## src/rtl/win_sorter_pkg.sv

```systemverilog
package win_sorter_pkg;
  typedef enum logic {
    PH_RUN   = 1'b0,
    PH_FLUSH = 1'b1
  } phase_e;
endpackage

```

## src/rtl/win_sorter_evict_sel.sv

```systemverilog
module win_sorter_evict_sel #(
  parameter int MAX_N = 16,
  parameter int CNT_W = $clog2(MAX_N + 1)
) (
  input  logic                           clk_i,
  input  logic                           rst_ni,
  input  logic [MAX_N-1:0]               vld_i,
  input  logic [MAX_N-1:0][CNT_W-1:0]    age_i,
  input  logic [CNT_W-1:0]               target_i,
  output logic                           hit_o,
  output logic [CNT_W-1:0]               idx_o
);
  logic [MAX_N-1:0] match;

  for (genvar i = 0; i < MAX_N; i++) begin : g_match
    assign match[i] = vld_i[i] && (age_i[i] == target_i);
  end

  assign hit_o = |match;

  always_comb begin
    idx_o = CNT_W'(MAX_N);
    for (int i = MAX_N - 1; i >= 0; i--) begin
      if (match[i]) idx_o = CNT_W'(i);
    end
  end


  evict_unique_chk: assert property (@(posedge clk_i) disable iff (!rst_ni)
    $onehot0(match));
endmodule

```

## src/rtl/win_sorter_next.sv

```systemverilog
module win_sorter_next #(
  parameter int DATA_W = 16,
  parameter int MAX_N  = 16,
  parameter int CNT_W  = $clog2(MAX_N + 1)
) (
  input  logic                           clk_i,
  input  logic                           rst_ni,
  input  logic [MAX_N-1:0][DATA_W-1:0]   val_i,
  input  logic [MAX_N-1:0][CNT_W-1:0]    age_i,
  input  logic [MAX_N-1:0]               vld_i,
  input  logic                           evict_en_i,
  input  logic [CNT_W-1:0]               evict_idx_i,
  input  logic [DATA_W-1:0]              din_i,
  output logic [MAX_N-1:0][DATA_W-1:0]   val_o,
  output logic [MAX_N-1:0][CNT_W-1:0]    age_o,
  output logic [MAX_N-1:0]               vld_o
);
  logic [MAX_N:0][DATA_W-1:0] ext_val;
  logic [MAX_N:0][CNT_W-1:0]  ext_age;
  logic [MAX_N:0]             ext_vld;
  logic [MAX_N-1:0][DATA_W-1:0] rem_val;
  logic [MAX_N-1:0][CNT_W-1:0]  rem_age;
  logic [MAX_N-1:0]             rem_vld;
  logic [MAX_N-1:0]             rem_ge;
  logic [CNT_W-1:0]             ins_pos;

  assign ext_val = {DATA_W'(0), val_i};
  assign ext_age = {CNT_W'(0), age_i};
  assign ext_vld = {1'b0, vld_i};

  // stage 1: close the gap left by the evicted cell
  for (genvar j = 0; j < MAX_N; j++) begin : g_rem
    logic up;
    assign up         = evict_en_i && (CNT_W'(j) >= evict_idx_i);
    assign rem_val[j] = up ? ext_val[j+1] : ext_val[j];
    assign rem_age[j] = up ? ext_age[j+1] : ext_age[j];
    assign rem_vld[j] = up ? ext_vld[j+1] : ext_vld[j];
    // ties: new sample goes after existing equal entries
    assign rem_ge[j]  = rem_vld[j] && (rem_val[j] >= din_i);
  end

  assign ins_pos = CNT_W'($countones(rem_ge));

  // stage 2: open a slot at the insertion point
  for (genvar j = 0; j < MAX_N; j++) begin : g_ins
    if (j == 0) begin : g_head
      always_comb begin
        if (ins_pos == '0) begin
          val_o[j] = din_i;
          age_o[j] = '0;
          vld_o[j] = 1'b1;
        end else begin
          val_o[j] = rem_val[j];
          age_o[j] = rem_vld[j] ? rem_age[j] + 1'b1 : '0;
          vld_o[j] = rem_vld[j];
        end
      end
    end else begin : g_body
      always_comb begin
        if (CNT_W'(j) < ins_pos) begin
          val_o[j] = rem_val[j];
          age_o[j] = rem_vld[j] ? rem_age[j] + 1'b1 : '0;
          vld_o[j] = rem_vld[j];
        end else if (CNT_W'(j) == ins_pos) begin
          val_o[j] = din_i;
          age_o[j] = '0;
          vld_o[j] = 1'b1;
        end else begin
          val_o[j] = rem_val[j-1];
          age_o[j] = rem_vld[j-1] ? rem_age[j-1] + 1'b1 : '0;
          vld_o[j] = rem_vld[j-1];
        end
      end
    end
  end

  for (genvar j = 0; j + 1 < MAX_N; j++) begin : g_chk

    ge_prefix_chk: assert property (@(posedge clk_i) disable iff (!rst_ni)
      rem_ge[j+1] |-> rem_ge[j]);
  end
endmodule

```

## src/rtl/win_sorter_rank_mux.sv

```systemverilog
module win_sorter_rank_mux #(
  parameter int DATA_W = 16,
  parameter int MAX_N  = 16,
  parameter int CNT_W  = $clog2(MAX_N + 1)
) (
  input  logic [MAX_N-1:0][DATA_W-1:0] val_i,
  input  logic [CNT_W-1:0]             rank_i,
  output logic [DATA_W-1:0]            stat_o
);
  always_comb begin
    stat_o = '0;
    for (int i = 0; i < MAX_N; i++) begin
      if (rank_i == CNT_W'(i)) stat_o = val_i[i];
    end
  end
endmodule

```

## src/rtl/win_sorter.sv

```systemverilog
module win_sorter #(
  parameter int DATA_W = 16,
  parameter int MAX_N  = 16,
  parameter int CNT_W  = $clog2(MAX_N + 1)
) (
  input  logic              clk_i,
  input  logic              rst_ni,
  input  logic              in_valid_i,
  output logic              in_ready_o,
  input  logic [DATA_W-1:0] in_data_i,
  input  logic              in_last_i,
  input  logic [CNT_W-1:0]  win_size_i,
  input  logic [CNT_W-1:0]  rank_i,
  output logic [DATA_W-1:0] stat_o,
  output logic              full_o
);
  import win_sorter_pkg::*;

  localparam logic [CNT_W-1:0] MAX_SZ = CNT_W'(MAX_N);

  logic [MAX_N-1:0][DATA_W-1:0] val_q, val_d;
  logic [MAX_N-1:0][CNT_W-1:0]  age_q, age_d;
  logic [MAX_N-1:0]             vld_q, vld_d;
  logic [CNT_W-1:0]             cnt_q, size_q, req_size, eff_size, ev_idx;
  phase_e                       phase_q;
  logic                         hs, evict_en, ev_hit;

  assign req_size   = (win_size_i == '0) ? CNT_W'(1) :
                      (win_size_i > MAX_SZ) ? MAX_SZ : win_size_i;
  assign eff_size   = (cnt_q == '0) ? req_size : size_q;
  assign evict_en   = (cnt_q != '0) && (cnt_q == eff_size);
  assign in_ready_o = (phase_q == PH_RUN);
  assign hs         = in_valid_i && in_ready_o;
  assign full_o     = (cnt_q != '0) && (cnt_q == size_q);

  win_sorter_evict_sel #(.MAX_N(MAX_N), .CNT_W(CNT_W)) u_evict (
    .clk_i    (clk_i),
    .rst_ni   (rst_ni),
    .vld_i    (vld_q),
    .age_i    (age_q),
    .target_i (eff_size - 1'b1),
    .hit_o    (ev_hit),
    .idx_o    (ev_idx)
  );

  win_sorter_next #(.DATA_W(DATA_W), .MAX_N(MAX_N), .CNT_W(CNT_W)) u_next (
    .clk_i       (clk_i),
    .rst_ni      (rst_ni),
    .val_i       (val_q),
    .age_i       (age_q),
    .vld_i       (vld_q),
    .evict_en_i  (evict_en),
    .evict_idx_i (ev_idx),
    .din_i       (in_data_i),
    .val_o       (val_d),
    .age_o       (age_d),
    .vld_o       (vld_d)
  );

  win_sorter_rank_mux #(.DATA_W(DATA_W), .MAX_N(MAX_N), .CNT_W(CNT_W)) u_mux (
    .val_i  (val_q),
    .rank_i (rank_i),
    .stat_o (stat_o)
  );

  always_ff @(posedge clk_i or negedge rst_ni) begin
    if (!rst_ni) begin
      val_q   <= '0;
      age_q   <= '0;
      vld_q   <= '0;
      cnt_q   <= '0;
      size_q  <= MAX_SZ;
      phase_q <= PH_RUN;
    end else if (phase_q == PH_FLUSH) begin
      val_q   <= '0;
      age_q   <= '0;
      vld_q   <= '0;
      cnt_q   <= '0;
      phase_q <= PH_RUN;
    end else begin
      if (cnt_q == '0) size_q <= req_size;
      if (hs) begin
        val_q <= val_d;
        age_q <= age_d;
        vld_q <= vld_d;
        if (!evict_en) cnt_q <= cnt_q + 1'b1;
        if (in_last_i) phase_q <= PH_FLUSH;
      end
    end
  end


  for (genvar i = 0; i + 1 < MAX_N; i++) begin : g_ord
    desc_order_chk: assert property (@(posedge clk_i) disable iff (!rst_ni)
      vld_q[i+1] |-> (vld_q[i] && val_q[i] >= val_q[i+1]));
  end


  fill_grow_chk: assert property (@(posedge clk_i) disable iff (!rst_ni)
    (hs && !evict_en) |=> (cnt_q == $past(cnt_q) + 1'b1));


  cnt_bound_chk: assert property (@(posedge clk_i) disable iff (!rst_ni)
    (cnt_q != '0) |-> (cnt_q <= size_q));


  evict_found_chk: assert property (@(posedge clk_i) disable iff (!rst_ni)
    evict_en |-> ev_hit);


  evict_hold_chk: assert property (@(posedge clk_i) disable iff (!rst_ni)
    (hs && evict_en) |=> (cnt_q == $past(cnt_q) && full_o));


  size_hold_chk: assert property (@(posedge clk_i) disable iff (!rst_ni)
    (cnt_q != '0) |=> $stable(size_q));


  flush_stall_chk: assert property (@(posedge clk_i) disable iff (!rst_ni)
    (hs && in_last_i) |=> !in_ready_o);


  flush_empty_chk: assert property (@(posedge clk_i) disable iff (!rst_ni)
    (phase_q == PH_FLUSH) |=> (cnt_q == '0 && in_ready_o));
endmodule

```

## config.mk

```make
export PLATFORM = sky130hd
export DESIGN_NAME = win_sorter
export DESIGN_NICKNAME = d
export VERILOG_FILES = /design/src/rtl/win_sorter_pkg.sv /design/src/rtl/win_sorter_evict_sel.sv /design/src/rtl/win_sorter_next.sv /design/src/rtl/win_sorter_rank_mux.sv /design/src/rtl/win_sorter.sv
export SDC_FILE = /design/constraint.sdc
export NUM_CORES = 2
export LEC_CHECK = 0
export BUFFER_PORTS_ARGS = -buffer_cell sky130_fd_sc_hd__buf_2
export CORE_MARGIN = 2
export CORE_UTILIZATION = 52
export DETAILED_ROUTE_END_ITERATION = 10
export PLACE_DENSITY = 0.7
export SYNTH_ARGS = -nofsm -noshare
export SYNTH_HDL_FRONTEND = slang
export SYNTH_HIERARCHICAL = 1
export SYNTH_SLANG_ARGS = --single-unit
```

## constraint.sdc

```tcl
create_clock -name clk_i -period 9.8 [get_ports clk_i]
set_input_delay 1.47 -clock clk_i [delete_from_list [all_inputs] [get_ports clk_i]]
set_output_delay 1.47 -clock clk_i [all_outputs]
set_load 0.01 [all_outputs]
```

After elaboration in Yosys (flattened, before gate mapping)
Index checks and enable logic that the tools add are counted.
W data, S select, Z words.
{"block": "totals", "elab_cells": 429, "ff_bits": 363}
{"block": "classes", "n_lt_le_gt_ge": 48, "n_bitwise": 1, "reduce_logical": 58, "n_addsub": 33, "eq_ne": 49, "n_mux": 204}
{"cell": "$mux W16", "count": 65}
{"cell": "$mux W256", "count": 2}
{"cell": "$mux W5", "count": 85}
{"cell": "$ge A16 B16 Y1", "count": 16}
{"cell": "$mux W80", "count": 2}
{"cell": "$eq A5 B5 Y1", "count": 18}
{"cell": "$add A5 B1 Y5 const B", "count": 17}
{"cell": "$logic_and A1 B1 Y1", "count": 51}
{"cell": "$mux W1", "count": 50}
{"cell": "$eq A4 B5 Y1 const A", "count": 8}
{"cell": "$eq A5 B4 Y1 const B", "count": 8}
{"cell": "$ge A4 B5 Y1 const A", "count": 8}
{"cell": "$lt A4 B5 Y1 const A", "count": 8}
{"cell": "$add A5 B5 Y5", "count": 7}
{"cell": "$eq A3 B5 Y1 const A", "count": 4}
{"cell": "$eq A5 B3 Y1 const B", "count": 4}
{"cell": "$ge A3 B5 Y1 const A", "count": 4}
{"cell": "$logic_not A5 Y1", "count": 4}
{"cell": "$lt A3 B5 Y1 const A", "count": 4}
{"cell": "$add A1 B1 Y2", "count": 8}
{"cell": "$eq A2 B5 Y1 const A", "count": 2}
{"cell": "$eq A5 B2 Y1 const B", "count": 2}
{"cell": "$ge A1 B5 Y1 const A", "count": 2}
{"cell": "$ge A2 B5 Y1 const A", "count": 2}
{"cell": "11 further kinds", "count": 12}

Longest topological paths before layout
{"block": "depth", "word_depth": 37, "mapped_depth": 49, "ltp_nobuf": 39}

Hierarchy
Netlist, hierarchy kept.
{"module": "win_sorter_next", "area_per_inst_um2": 18522.8, "instances": 1, "cells_each": 2485, "seq_area_each_um2": 0.0}
{"module": "win_sorter", "area_per_inst_um2": 14781.7, "instances": 1, "cells_each": 1218, "seq_area_each_um2": 9085.0}
{"module": "win_sorter_rank_mux", "area_per_inst_um2": 2611.3, "instances": 1, "cells_each": 400, "seq_area_each_um2": 0.0}
{"module": "win_sorter_evict_sel", "area_per_inst_um2": 1213.7, "instances": 1, "cells_each": 154, "seq_area_each_um2": 0.0}

Least setup slack after synthesis
No wires, ideal clock.
{"block": "synth_path", "path_type": "input to register", "from": "input port win_size_i[1]", "to": "register val_q[169] (netlist bit)", "required_ps": 9668, "slack_ps": -1095, "setup_time_ps": 132, "arrival_ps": 10764, "path_stages": 45, "cell_sequence": "or3_1 -> a211o_1 -> and2_4 -> ha_1 -> nand3_1 -> xor2_1 -> buf_4 -> buf_8 -> xor2_1 -> nor4_2 -> nand3_1 -> a211oi_1 -> o221ai_1 -> a21boi_1 -> buf_2 -> nor2_1 -> o21ai_2 -> buf_2 -> [... 9 more ...] -> fa_1 -> fa_1 -> inv_1 -> fa_1 -> inv_1 -> ha_1 -> fa_1 -> buf_2 -> inv_1 -> o2bb2ai_1 -> a211o_1 -> buf_2 -> nand2b_1 -> buf_2 -> buf_4 -> o221a_2 -> mux2i_1 -> nor2_1"}
{"item": "start, declared", "line_no": "win_sorter.sv:12", "text": "input logic [CNT_W-1:0] win_size_i,"}
{"item": "end signal, assigned", "line_no": "win_sorter.sv:83", "text": "val_q <= val_d;"}
{"item": "end, declared", "line_no": "win_sorter.sv:21", "text": "logic [MAX_N-1:0][DATA_W-1:0] val_q, val_d;"}

==> reports/metrics.yaml <==
status:
  status: "finished with violations"
  violations: "negative setup slack"
clock_network:
  htree_levels: 2
  cts_made_buffers: 47
  clock_latency_ns: 0.63
  cts_tree: "built"
  clock-root-buffer: "clkbuf_16"
  path_clk_slew_ns: 0.07
  cts.sinks: 363
  cts_buffer_depth: 3
sta:
  skew_ns: 0.0352
  worst_slack_ns: -0.903
  rsz0062_at_grt: "true"
  period_needed_ns: 10.70
  setup_viol: 352
  timing.fmax_ghz: 0.0934
  setup_tns_ns: -247.40
  final_max_slew_viol_count: 0
  slew_headroom_pct: 12.9
  timing.final.crit_share_pct: 109
  worstMarginPinSlew_ns: 1.30
  hold_viol: 0
critical_path:
  crit_start: "win_size_i[3]"
  regToRegStartpoint: "cnt_q[0]"
  path_common_cell: "buf_4"
  arrival_ns: 11.15
  max_stage_delay_ns: 0.70
  worstPathMaxFanout: 13
  crit_slowest_cell: "fa_2"
  path_class: "input pin to flip-flop"
  startpoint_type: "input pin"
  cp_data_required_time_ns: 10.25
  crit_buf_inv: 10
  cp-end-kind: "flip-flop"
  crit_family: "adder cells"
grt:
  grt_pass1_vias: 36449
  antenna_found_initial: 5
  overflow: 0
  grt_max_degree: 133
  grt_use_total_pct: 37.6
  grt_pass1_wl_mm: 218
flow_run:
  maxCapViolations: 0
detailed_routing:
  met3WireLength_mm: 17.7
  vias_per_cell: 6.75
  dr.max_layer_used: "met5"
  wl_met2_mm: 65.2
  drt_pass1_iterations: 8
  first_iter_violations: 4977
  vias: 38667
  met1Wirelength_mm: 60.6
  wl_mm: 151
  wire_per_inst_um: 26.4
  ant_nets: 0
  drc: 0
place:
  port_buffers: 47
  routabilityCongestion: 0.971
  place_hpwl_mm: 99.2
floorplanning:
  ios: 48
  coreArea_um2: 70400
  num_rows: 97
  die_y_um: 271
  die_area_um2: 73500
  initial_core_util_pct: 52.7
  chipWidth_um: 271
final_layout:
  area_delta_synth_final_pct: 29.4
  layout.nets: 5070
  post-route-util_pct: 68.2
  layout-drive-gt1-share_pct: 29.3
yosys:
  synthesis.nets: 4576
  yosysWarnings: 6
  synth.cell_area_um2: 37100
  avgSynthCellArea_um2: 8.72
  syn_inst: 4256
pwr:
  totalPowerFinal_mw: 8.97
  power.density_nw_per_um2: 187
  vdd_ir_drop_max_v: 0.000231
  p_leak_nw: 25.5
min_path:
  hp-class: "flip-flop to flip-flop"
  worstHoldStart: "val_q[14]"
cell usage in the layout (no fill, tap or decap), types with 78 or more instances in the layout:
master,instances
a21oi_1,179
buf_4,532
dfrtp_1,361
ha_1,273
inv_1,137
mux2_2,160
mux2i_1,609
nand2_1,194
nand3_1,112
nor2_1,501
o21ai_0,142
o22ai_1,78
xor2_1,103
flip-flops by register name (all words and copies together) (netlist names):
name,flops
age_q,80
cnt_q,5
phase_q,1
size_q,5
val_q,256
vld_q,16
layout make-up:
class / instances / area [um2]
Multi-Input combinational cell: 3434 / 28100
Fill cell: 5422 / 22400
Sequential cell: 363 / 9090
Timing Repair Buffer: 761 / 7480
Clock buffer: 77 / 1480
Tap cell: 940 / 1180
Inverter: 143 / 539
Clock inverter: 8 / 130
Antenna cell: 1 / 2.50
per-stage QoR:
stage / instance area (um2) / hold WS, ns / worst slack (ns) / instances
6_report: 48000 / 0.559 / -0.903 / 5727
5_1_grt: 48000 / 0.607 / -1.04 / 5726
4_1_cts: 46200 / 0.565 / -0.532 / 5663
3_5_place_dp: 42500 / 0.547 / -1.60 / 5516
3_3_place_gp: 42500 / 0.533 / -1.45 / 5516
2_1_floorplan: 37700 / 0.495 / -0.510 / 4256
worst register-to-register path, delay by kind of cell, from the launching register on:
family	cells	cell delay [ns]
buf+inv	10	1.23
fa+ha+maj	8	3.01
flops	1	0.38
xor+xnor	2	0.29
simple gates	10	2.68
compound gates	10	2.41
mux	2	0.47
layer usage:
metal  vias up  global-route usage, %
met5         -                      0
met4         8                   16.8
met3       531                   7.65
met2      2565                   57.8
met1     18888                   51.0
li1      16675                      -
report_power, final:
group          switching [mW]  internal [mW]  leakage (nW)
Sequential              0.372           1.75          4.96
Combinational            2.61           2.35          19.8
Clock                   0.781           1.10         0.793
Total                    3.77           5.20          25.5
worst paths after layout:
| check | depth (start not counted) | endpoint | slack (ns) |
|---|---|---|---|
| min | 2 | val_q[14] | 0.56 |
| max reg2reg | 42 | age_q[57] | -0.81 |
| min reg2reg | 2 | val_q[14] | 0.56 |
| max | 41 | age_q[57] | -0.90 |
| min in group asynchronous | 1 | age_q[7] | 0.80 |
| max in group asynchronous | 3 | val_q[115] | 6.89 |
timing repair:
| action | CTS | global route |
|---|---|---|
| resized for setup | 279 | 234 |
| pin swaps | 98 | 119 |
| hold buffers | 0 | 0 |
| buffers inserted | 46 | 48 |
| endpoints found under the setup margin | 352 | 352 |
| gates cloned | 17 | 20 |
Power figures use the tool's default switching activity.
